==> config.mk <==
export PLATFORM = sky130hd
export DESIGN_NAME = ioc_aperture_dec
export DESIGN_NICKNAME = d
export VERILOG_FILES = /design/src/rtl/ioc_ap_pkg.sv /design/src/rtl/ioc_ap_regs.sv /design/src/rtl/ioc_ap_match.sv /design/src/rtl/ioc_aperture_dec.sv
export SDC_FILE = /design/constraint.sdc
export NUM_CORES = 1
export LEC_CHECK = 0
export CORE_MARGIN = 2
export CORE_UTILIZATION = 40
export DETAILED_ROUTE_END_ITERATION = 12
export DONT_BUFFER_PORTS = 1
export PLACE_DENSITY = 0.6
export SLEW_MARGIN = 25
export SYNTH_ARGS = -nofsm -noshare
export SYNTH_HDL_FRONTEND = slang
export SYNTH_SLANG_ARGS = --single-unit
==> constraint.sdc <==
create_clock -name clk -period 3.6 [get_ports clk]
set_input_delay 0.72 -clock clk [delete_from_list [all_inputs] [get_ports clk]]
set_output_delay 0.72 -clock clk [all_outputs]
set_load 0.01 [all_outputs]
==> src/rtl/ioc_ap_pkg.sv <==
package ioc_ap_pkg;
  localparam int CODE_W = 5;
  localparam int PAGE_SH = 12;

  typedef enum logic [1:0] {
    OFS_SIZE = 2'd0,
    OFS_BASE = 2'd1,
    OFS_MODE = 2'd2,
    OFS_EN   = 2'd3
  } ap_ofs_e;
endpackage

==> src/rtl/ioc_ap_regs.sv <==
module ioc_ap_regs
  import ioc_ap_pkg::*;
#(
  parameter int ADDR_W = 32,
  parameter int DATA_W = 32
) (
  input  logic              clk,
  input  logic              rst,
  input  logic              wr,
  input  logic              rd,
  input  logic [1:0]        ofs,
  input  logic [DATA_W-1:0] wdata,
  output logic [DATA_W-1:0] rdata,
  output logic [CODE_W-1:0] size_code,
  output logic [ADDR_W-PAGE_SH-1:0] base_pg,
  output logic              partial,
  output logic              en,
  output logic              cfg_err
);
  localparam int BASE_W = ADDR_W - PAGE_SH;

  // base page bits below the code index must be clear for alignment
  function automatic logic misaligned(input logic [CODE_W-1:0] c,
                                      input logic [BASE_W-1:0] b);
    logic r;
    r = 1'b0;
    for (int i = 0; i < BASE_W; i++)
      if (i < int'(c) && b[i]) r = 1'b1;
    return r;
  endfunction

  logic cfg_wr;
  assign cfg_wr = wr && (ofs == OFS_SIZE || ofs == OFS_BASE);

  always_ff @(posedge clk) begin
    if (rst) begin
      size_code <= '0;
      base_pg   <= '0;
      partial   <= 1'b0;
      en        <= 1'b0;
      cfg_err   <= 1'b0;
      rdata     <= '0;
    end else begin
      if (wr) begin
        case (ap_ofs_e'(ofs))
          OFS_SIZE: begin
            size_code <= wdata[CODE_W-1:0];
            cfg_err   <= misaligned(wdata[CODE_W-1:0], base_pg);
          end
          OFS_BASE: begin
            base_pg <= wdata[BASE_W-1:0];
            cfg_err <= misaligned(size_code, wdata[BASE_W-1:0]);
          end
          OFS_MODE: partial <= wdata[0];
          OFS_EN:   en      <= wdata[0];
          default:  ;
        endcase
      end
      if (rd) begin
        rdata <= '0;
        case (ap_ofs_e'(ofs))
          OFS_SIZE: rdata[CODE_W-1:0] <= size_code;
          OFS_BASE: rdata[BASE_W-1:0] <= base_pg;
          OFS_MODE: rdata[0]          <= partial;
          OFS_EN:   rdata[0]          <= en;
          default:  ;
        endcase
      end
    end
  end

  // the error flag moves only on a size or base write
  a_r6_err_hold: assert property (@(posedge clk) disable iff (rst)
    !cfg_wr |=> $stable(cfg_err));

  // single-bit registers read back with upper bits clear
  a_r2_rsvd_zero: assert property (@(posedge clk) disable iff (rst)
    (rd && (ofs == OFS_MODE || ofs == OFS_EN)) |=> (rdata[DATA_W-1:1] == '0));
endmodule

==> src/rtl/ioc_ap_match.sv <==
module ioc_ap_match
  import ioc_ap_pkg::*;
#(
  parameter int ADDR_W = 32
) (
  input  logic [ADDR_W-1:0]         addr,
  input  logic [CODE_W-1:0]         size_code,
  input  logic [ADDR_W-PAGE_SH-1:0] base_pg,
  input  logic                      en,
  input  logic                      cfg_err,
  output logic                      hit
);
  localparam int SH_W = $clog2(ADDR_W + PAGE_SH + (1 << CODE_W)) + 1;

  logic [SH_W-1:0]   win_sh;
  logic [ADDR_W-1:0] keep;
  logic [ADDR_W-1:0] base_addr;

  assign win_sh    = SH_W'(size_code) + SH_W'(PAGE_SH);
  assign base_addr = {base_pg, {PAGE_SH{1'b0}}};

  // bits at or above the window size take part in the compare; an
  // oversized code leaves none, so the window spans the whole space
  for (genvar i = 0; i < ADDR_W; i++) begin : g_keep
    assign keep[i] = (SH_W'(i) >= win_sh);
  end

  assign hit = en && !cfg_err && (((addr ^ base_addr) & keep) == '0);
endmodule

==> src/rtl/ioc_aperture_dec.sv <==
module ioc_aperture_dec
  import ioc_ap_pkg::*;
#(
  parameter int ADDR_W = 32,
  parameter int DATA_W = 32
) (
  input  logic              clk,
  input  logic              rst,
  input  logic              reg_wr,
  input  logic              reg_rd,
  input  logic [1:0]        reg_addr,
  input  logic [DATA_W-1:0] reg_wdata,
  output logic [DATA_W-1:0] reg_rdata,
  input  logic              req_vld,
  input  logic [ADDR_W-1:0] req_addr,
  output logic              route_vld,
  output logic              route_coh,
  output logic              route_part,
  output logic              cfg_err
);
  logic [CODE_W-1:0]         size_code;
  logic [ADDR_W-PAGE_SH-1:0] base_pg;
  logic                      partial;
  logic                      en;
  logic                      hit;

  ioc_ap_regs #(.ADDR_W(ADDR_W), .DATA_W(DATA_W)) u_regs (
    .clk(clk), .rst(rst), .wr(reg_wr), .rd(reg_rd), .ofs(reg_addr),
    .wdata(reg_wdata), .rdata(reg_rdata), .size_code(size_code),
    .base_pg(base_pg), .partial(partial), .en(en), .cfg_err(cfg_err)
  );

  ioc_ap_match #(.ADDR_W(ADDR_W)) u_match (
    .addr(req_addr), .size_code(size_code), .base_pg(base_pg),
    .en(en), .cfg_err(cfg_err), .hit(hit)
  );

  always_ff @(posedge clk) begin
    if (rst) begin
      route_vld  <= 1'b0;
      route_coh  <= 1'b0;
      route_part <= 1'b0;
    end else begin
      route_vld  <= req_vld;
      route_coh  <= req_vld && hit;
      route_part <= req_vld && hit && partial;
    end
  end

  a_r9_vld_follows: assert property (@(posedge clk) disable iff (rst)
    req_vld |=> route_vld);
  a_r9_vld_idle: assert property (@(posedge clk) disable iff (rst)
    !req_vld |=> !route_vld);
  a_r9_coh_needs_vld: assert property (@(posedge clk) disable iff (rst)
    route_coh |-> route_vld);
  a_r8_part_needs_coh: assert property (@(posedge clk) disable iff (rst)
    route_part |-> route_coh);
  a_r4_disabled_miss: assert property (@(posedge clk) disable iff (rst)
    !en |=> !route_coh);
  a_r6_err_miss: assert property (@(posedge clk) disable iff (rst)
    cfg_err |=> !route_coh);
endmodule

==> run_results.csv, run 1 <==
group,metric,value,unit
run_status,status,"finished clean",
synth,avgSynthCellArea,7.58,um^2
grt,grt_pass1_wl,15400,um
timing,slew_violations,0,
critical_path,reg2reg_depth,6,
critical_path,cp-start-kind,"register",
synth,yosysMostFrequentCell,"nand2_1",
routing,antenna_left,0,
hold_path,hold_path.class,"primary input to register",
synth,syn_area,3240,um^2
power,power.density,347,nW/um^2
critical_path,crit_chain,"nand2_2, a21o_1, o211a_1, or4b_1, o32a_1, nor3b_2",
grt,grt-ovfl-total,0,
timing,setup_ws,918,ps
timing,finalHoldViolations,0,
clock_tree,path_clk_slew,90,ps
synth,synthArstFlopShare,0,%
critical_path,critPathBufInv,0,
power,power,1.15,mW
synth,postSynthCellCount,427,
timing,slew-limit-headroom,45.1,%
synth,yosysWarningCount,0,
timing,rsz0062_at_grt,"false",
synth,synth_area_leader_cell,"dfxtp_1",
routing,dr.pass1.iters,4,
clock_tree,root_buffer,"clkbuf_8",
critical_path,cp_slowest_cell,"dfxtp_1",
synth,yosysSeqAreaShare,31.5,%
layout,drive_gt1_share,3.73,%
clock_tree,cts_num_sinks,51,
clock_tree,cts_hold_buf,0,
timing,clock_skew,6.87,ps
routing,wl_per_cell,19.7,um
routing,drt-total-wl,9910,um
clock_tree,htree_num_levels,2,
grt,grt_max_degree,51,
layout,reg_top3,"u_regs.base_pg x20, u_regs.rdata x20, u_regs.size_code x5",
grt,grt_pass1_vias,2792,
layout,fillers,817,
placed_design,gp_congestion,0.929,
critical_path,critPathKind,"register to register",
power,ir_drop,0.178,mV
critical_path,cp_max_fo,25,
placed_design,numPortBuffers,0,
layout,area_growth,2.16,%
synth,synth_top_area_share,31.5,%
synth,synth_cell_types,62,
critical_path,endpoint_kind,"register",
placed_design,dpl.hpwl,7300,um
synth,synth.area.top_cells,"dfxtp_1, a21oi_1, nand2_1",
routing,drc,0,
placed_design,pre_cts_ws,966,ps
die,rows,32,
critical_path,cpLargestDelayFamily,"simple AND/OR/NAND/NOR gates",
critical_path,crit_arrival,2930,ps
synth,ys_ff_latch,51,
timing,fin_crit,2680,ps
die,num_io_pins,107,
routing,avgViaCountPerCell,5.93,
die,die_area,8830,um^2
grt,grt_usage,22.6,%
critical_path,critPathMaxStageDelay,860,ps
layout,nets,478,
critical_path,cp_num_cells,6,
timing,max_freq,373,MHz
routing,vias,2989,
hold_path,whs_path_depth,1,
clock_tree,cts_tree,"yes",
layout,diodes,0,
clock_tree,post_cts.repair.setup_buffers,0,
power,p_leak,1.20,nW
job,max_cap_violations,0,
clock_tree,worstSkewPairLatency,310,ps
clock_tree,ctsResizeCount,0,
routing,drt_iter0_markers,310,
grt,antenna_found_initial,0,
die,die_w,94.0,um
synth,yosys-top-cells-count,"nand2_1, a21oi_1, dfxtp_1, nor2_1, clkbuf_1",
timing,tns,0,ps
timing,period_share,74.5,%
clock_tree,cts_buffers,5,
timing,setup_viol,0,
synth,synth_flop_cell,"dfxtp_1",
die,die_y,94.0,um
critical_path,critPathRequiredTime,3850,ps
synth,synth_edf_count,0,
die,core-area,7770,um^2
die,initial_core_util,41.7,%
clock_tree,clockBufferDepth,2,
timing,tightestPinTransition,822,ps
through the flow:
step,cell area (um^2),util [%],hold WS [ps],instances
4_1_cts,3310,42.6,470,504
3_5_place_dp,3200,41.2,511,497
6_report,3310,42.6,469,504
5_1_grt,3310,42.6,460,504
3_3_place_gp,3200,41.2,503,497
2_1_floorplan,3280,-,467,438
logic make-up (layout without fill, tap and decap cells):
kind of cell               after synthesis  after routing  synth area share, %
and+or+nand+nor                        154            154                 22.5
muxes                                   12             12                 4.10
other                                    1             12                0.116
xor gates and xnor gates                22             22                 5.95
adders and majority gates                5              5                 1.93
DFF                                     51             51                 31.5
AOI/OAI and AO/OA                      127            127                 25.8
buffers and inverters                   55             19                 8.08
placed cells by master, fill, tap and decap left out, types with 6 or more instances in the layout:
cell type / n
nor4_1: 6
a22o_1: 6
xnor2_1: 12
nand2_1: 57
nor2_1: 42
mux2i_1: 11
dfxtp_1: 51
a21oi_1: 51
nand3_1: 6
xor2_1: 10
nor2b_1: 17
o21ai_0: 15
inv_1: 8
conb_1: 12
path summary, 6_finish.rpt:
path | startpoint | end | slack, ps
worst max-delay path | u_regs.size_code[1] | route_part | 920
worst min-delay path | rst | u_regs.size_code[0] | 470
worst max register to register | u_regs.size_code[1] | route_part | 920
worst min register to register | u_regs.base_pg[19] | u_regs.base_pg[19] | 520
report_power, final:
group	switching, mW	leakage [nW]	internal [mW]
logic	0.0781	0.738	0.0662
clock network	0.199	0.0502	0.203
registers	0.0250	0.413	0.577
total	0.302	1.20	0.846
layout make-up:
cell class | instances | area [um^2] | area share, %
well taps | 102 | 128 | 3.86
repair buffers | 3 | 22.5 | 0.681
clock buffers | 5 | 68.8 | 2.08
flip-flops and latches | 51 | 1020 | 30.9
clock inverters | 2 | 37.5 | 1.13
inverters | 9 | 33.8 | 1.02
multi-input cells | 332 | 2000 | 60.4
routing by layer:
layer,vias to the layer above,track usage (%),share of wire [%]
met3,19,8.11,12
met5,-,0,0
met4,0,5.68,1.5
li1,1437,-,-
met1,1406,30.9,44
met2,127,33.6,43
Note: power is estimated with default switching activity, not from simulation.
==> inputs of run 2 (changes only) <==
--- a/config.mk
+++ b/config.mk
@@ -9,7 +9,7 @@
 export CORE_UTILIZATION = 40
 export DETAILED_ROUTE_END_ITERATION = 12
 export DONT_BUFFER_PORTS = 1
-export PLACE_DENSITY = 0.6
+export PLACE_DENSITY = 0.62
 export SLEW_MARGIN = 25
 export SYNTH_ARGS = -nofsm -noshare
 export SYNTH_HDL_FRONTEND = slang
==> constraint.sdc (replaced) <==
create_clock -name clk -period 2.1 [get_ports clk]
set_input_delay 0.42 -clock clk [delete_from_list [all_inputs] [get_ports clk]]
set_output_delay 0.42 -clock clk [all_outputs]
set_load 0.01 [all_outputs]
==> run 2 against run 1 <==
  * The flow now finishes with violations (negative setup slack)
  * Cell area is 11% higher
  * Via count is 3.9% higher
  * Clock-buffer cell count is 1 higher
  * Critical path depth is 2 higher
  * Total power is 70% higher
  * Setup slack worse by 1100 ps
  * Wire length is 9.1% higher
  * Critical endpoint unchanged
  * Largest cell class unchanged
==> run_results.csv, run 2 (synthesis results as in run 1) <==
group,metric,value,unit
run_status,status,"finished with violations",
run_status,violations,"negative setup slack",
layout,fillers,799,
routing,vias,3107,
die,rows,32,
critical_path,critPathRequiredTime,2340,ps
timing,fin_hold_ws,176,ps
die,die_w,94.0,um
routing,dr.pass1.iters,5,
layout,layout_commonest_cell,"nand2_1",
clock_tree,cts_tree,"yes",
critical_path,crit_arrival,2490,ps
clock_tree,worstSkewPairLatency,310,ps
hold_path,hold_path.class,"primary input to register",
clock_tree,clockBufferDepth,2,
layout,final_util,47.1,%
layout,drive_gt1_share,15.4,%
layout,multiInputGateArea,2050,um^2
grt,grt_pass1_vias,2970,
critical_path,endpoint_kind,"register",
power,power.density,532,nW/um^2
timing,setup_ws,-147,ps
clock_tree,root_buffer,"clkbuf_8",
timing,setup_viol,2,
routing,avgViaCountPerCell,5.71,
critical_path,cp-start-kind,"register",
layout,nets,518,
clock_tree,htree_num_levels,2,
clock_tree,cts_num_sinks,51,
placed_design,dpl.hpwl,8320,um
die,initial_core_util,41.7,%
placed_design,gp_congestion,0.894,
placed_design,numPortBuffers,0,
timing,period_share,107,%
layout,final_cell_mix,"nand2_1, a21oi_1, dfxtp_1",
layout,area_growth,13.0,%
layout,reg_top3,"u_regs.base_pg x20, u_regs.rdata x20, u_regs.size_code x5",
grt,antenna_found_initial,0,
timing,rsz0062_at_grt,"true",
timing,max_freq,445,MHz
timing,tns,-218,ps
job,max_cap_violations,0,
routing,antenna_left,0,
power,ir_drop,0.303,mV
die,core-area,7770,um^2
routing,drc,0,
clock_tree,post_cts.repair.setup_buffers,0,
layout,diodes,0,
power,p_leak,1.42,nW
die,num_io_pins,107,
grt,grt_max_degree,51,
placed_design,placed_area,3540,um^2
grt,grt_pass1_wl,16800,um
clock_tree,path_clk_slew,100,ps
routing,drt-total-wl,10800,um
timing,tightestPinTransition,560,ps
clock_tree,cts_buffers,5,
die,die_y,94.0,um
timing,slew-limit-headroom,62.6,%
critical_path,critPathKind,"register to register",
grt,grt-ovfl-total,0,
layout,register_area,1030,um^2
routing,drt_iter0_markers,163,
timing,clock_skew,9.30,ps
routing,wl_per_cell,19.9,um
timing,finalHoldViolations,0,
grt,grt_usage,25.1,%
die,die_area,8830,um^2
critical_path,cp_max_fo,4,
layout,postLayoutCellArea,3660,um^2
timing,fin_crit,2250,ps
timing,slew_violations,0,
run 2: cell type report:
type / instances / area share, %
multi-input cells: 332 / 56.0
flip-flops and latches: 51 / 28.0
repair buffers: 43 / 8.92
well taps: 102 / 3.49
clock buffers: 6 / 2.26
inverters: 9 / 1.06
clock inverters: 1 / 0.239
run 2: worst paths after layout:
kind	from	end	slack [ps]	cells after the start
min reg2reg	u_regs.base_pg[19]	u_regs.base_pg[19]	510	2
max	u_regs.size_code[2]	route_part	-150	8
max reg2reg	u_regs.size_code[2]	route_part	-150	8
min	rst	u_regs.en	180	1
run 2: per-layer routing:
metal / global-route usage (%) / wire length (um) / share of wire [%] / vias to the layer above
li1: - / - / - / 1514
met1: 35.3 / 4860 / 45 / 1411
met2: 36.9 / 4620 / 43 / 166
met3: 8.35 / 1160 / 11 / 16
met4: 6.28 / 178 / 1.6 / 0
met5: 0 / 0 / 0 / -
run 2: stage by stage:
step	setup WS [ps]	power, mW	cells
floorplan	-190	1.31	438
global placement	-243	1.36	537
detailed placement	-251	1.35	537
CTS	-144	1.96	544
global route	-277	2.05	544
finish	-147	1.95	544
run 2: worst max-delay path, stage by stage (launching register included):
cell	delay (ps)
dfxtp_4	380
inv_6	40
ha_2	220
xnor2_2	240
o21ai_1	120
o2bb2ai_1	150
or4b_1	500
o32a_1	360
nor3b_2	180
run 2: power by group:
group / switching (mW) / total (mW) / internal (mW)
sequential: 0.0316 / 1.02 / 0.988
combinational: 0.166 / 0.321 / 0.156
clock: 0.341 / 0.607 / 0.266
total: 0.538 / 1.95 / 1.41
run 2: timing repair:
action	4_1_cts	5_1_grt
pin swaps	8	0
hold buffers	0	0
resized for setup	8	1
endpoints found under the setup margin	2	2
==> inputs of run 3 (changes only) <==
--- a/config.mk
+++ b/config.mk
@@ -5,11 +5,13 @@
 export SDC_FILE = /design/constraint.sdc
 export NUM_CORES = 1
 export LEC_CHECK = 0
+export CAP_MARGIN = 5
 export CORE_MARGIN = 2
 export CORE_UTILIZATION = 40
 export DETAILED_ROUTE_END_ITERATION = 12
 export DONT_BUFFER_PORTS = 1
 export PLACE_DENSITY = 0.62
+export REMOVE_ABC_BUFFERS = 1
 export SLEW_MARGIN = 25
 export SYNTH_ARGS = -nofsm -noshare
 export SYNTH_HDL_FRONTEND = slang
==> run 3 against run 2 <==
  * The flow still finishes with violations (negative setup slack)
  * Sequential cell count unchanged
  * Combinational power up 6%
  * Cell area up 3.7%
  * Setup slack gained 22 ps
  * Final cell count increased by 1.8%
  * Clock-buffer cell count stayed put
  * Wire length down 3.5%
  * Sequential power about the same
  * Register-to-register slack better by 20 ps
  * Maximum frequency grew 0.98%
  * Critical path type unchanged
==> run_results.csv, run 3 (synthesis results as in run 1) <==
group,metric,value,unit
run_status,status,"finished with violations",
run_status,violations,"negative setup slack",
die,initial_core_util,41.7,%
clock_tree,worstSkewPairLatency,320,ps
timing,clock_skew,11.9,ps
routing,avgViaCountPerCell,5.82,
grt,antenna_found_initial,0,
layout,layout_commonest_cell,"nand2_1",
die,die_y,94.0,um
timing,setup_viol,2,
grt,grt_max_degree,51,
timing,fin_crit,2220,ps
timing,slew_violations,0,
timing,slew-limit-headroom,64.5,%
grt,grt-ovfl-total,0,
timing,finalHoldViolations,0,
die,rows,32,
clock_tree,cts_buffers,5,
routing,wl_met2,5010,um
clock_tree,cts_num_sinks,51,
routing,wl_met3,805,um
critical_path,r2r_slack,-120,ps
clock_tree,htree_num_levels,2,
timing,max_freq,449,MHz
critical_path,crit_arrival,2470,ps
timing,tightestPinTransition,531,ps
die,num_io_pins,107,
grt,grt_pass1_vias,3042,
timing,period_share,106,%
placed_design,dpl.hpwl,7750,um
power,power.density,522,nW/um^2
critical_path,r2r_start,"u_regs.size_code[2]",
routing,top_layer,"met4",
hold_path,hold_path.class,"primary input to register",
layout,area_growth,17.2,%
job,max_cap_violations,0,
placed_design,placed_area,3530,um^2
die,die_area,8830,um^2
power,ir_drop,0.308,mV
critical_path,reg2reg_to,"route_part",
routing,vias,3222,
clock_tree,cts_hold_buf,0,
layout,diodes,0,
clock_tree,clockBufferDepth,2,
layout,reg_top3,"u_regs.base_pg x20, u_regs.rdata x20, u_regs.size_code x5",
power,power,1.98,mW
critical_path,cp-start-kind,"register",
critical_path,critPathKind,"register to register",
layout,drive_gt1_share,18.1,%
grt,grt_usage,23.7,%
critical_path,endpoint_kind,"register",
layout,final_cell_mix,"nand2_1, a21oi_1, buf_4",
placed_design,gp_congestion,0.910,
clock_tree,root_buffer,"clkbuf_8",
critical_path,critPathRequiredTime,2340,ps
power,p_leak,1.47,nW
clock_tree,path_clk_slew,100,ps
routing,wl_per_cell,18.8,um
timing,rsz0062_at_grt,"true",
routing,drt-total-wl,10400,um
grt,grt_pass1_wl,16300,um
die,core-area,7770,um^2
critical_path,cp_max_fo,5,
layout,postLayoutCellArea,3800,um^2
layout,nets,527,
routing,wl_met1,4450,um
critical_path,reg2reg_depth,8,
routing,drc,0,
routing,antenna_left,0,
routing,dr.pass1.iters,5,
critical_path,endpoint,"route_part",
timing,setup_ws,-125,ps
routing,drt_iter0_markers,220,
placed_design,numPortBuffers,0,
critical_path,crit_path_start,"u_regs.size_code[2]",
die,die_w,94.0,um
clock_tree,cts_tree,"yes",
==> run 3: worst max-delay path, cell delays in order, from the launching register on <==
cell and delay (ps):
dfxtp_4 390, inv_6 50, ha_4 300, or4b_4 140, o2111ai_2 110, o211a_1 150, or4b_1 520, o32a_1 350
nor3b_2 160
==> run 3: power breakdown <==
part / switching, mW / internal (mW) / total (mW) / leakage (nW)
clock: 0.351 / 0.270 / 0.621 / 0.0474
sequential: 0.0313 / 0.988 / 1.02 / 0.415
combinational: 0.169 / 0.170 / 0.339 / 1.01
==> run 3: per-stage QoR <==
| step | setup slack [ps] | setup TNS, ps | hold WS, ps | util (%) | cells |
|---|---|---|---|---|---|
| after CTS | -160 | -221 | 157 | 48.3 | 552 |
| after detailed placement | -242 | -406 | 490 | 45.5 | 541 |
| after global placement | -230 | -402 | 482 | 45.5 | 541 |
| after floorplan | -671 | -1270 | 465 | - | 392 |
| after global routing | -181 | -286 | 149 | 48.9 | 554 |
| final | -125 | -175 | 159 | 48.9 | 554 |
==> run 3: per-layer routing <==
layer	up-vias	GRT usage [%]
met3	14	5.22
met4	0	5.56
met5	-	0
met1	1544	31.4
li1	1537	-
met2	127	39.3
==> run 3: final cells by class <==
class | count | area, um^2
Fill cell | 791 | 3970
Multi-Input combinational cell | 332 | 2100
Sequential cell | 51 | 1030
Timing Repair Buffer | 52 | 398
Tap cell | 102 | 128
Clock buffer | 6 | 82.6
Inverter | 9 | 41.3
Clock inverter | 2 | 16.3
==> run 3: repair_timing <==
action,CTS,global route
setup buffers,3,2
gates cloned,0,0
endpoints found under the hold margin,0,0
setup endpoints to repair,2,3
pin swaps,9,8
resized for setup,23,7
==> run 3: worst min-delay path by stage <==
stage / start / cells past startpoint / slack [ps] / end
final: rst / 1 / 160 / u_regs.rdata[2]
after global routing: rst / 1 / 150 / u_regs.rdata[2]
after CTS: rst / 1 / 160 / u_regs.rdata[2]
after detailed placement: u_regs.base_pg[1] / 2 / 490 / u_regs.base_pg[1]
after global placement: u_regs.base_pg[1] / 2 / 480 / u_regs.base_pg[1]
after floorplan: u_regs.base_pg[1] / 2 / 460 / u_regs.base_pg[1]
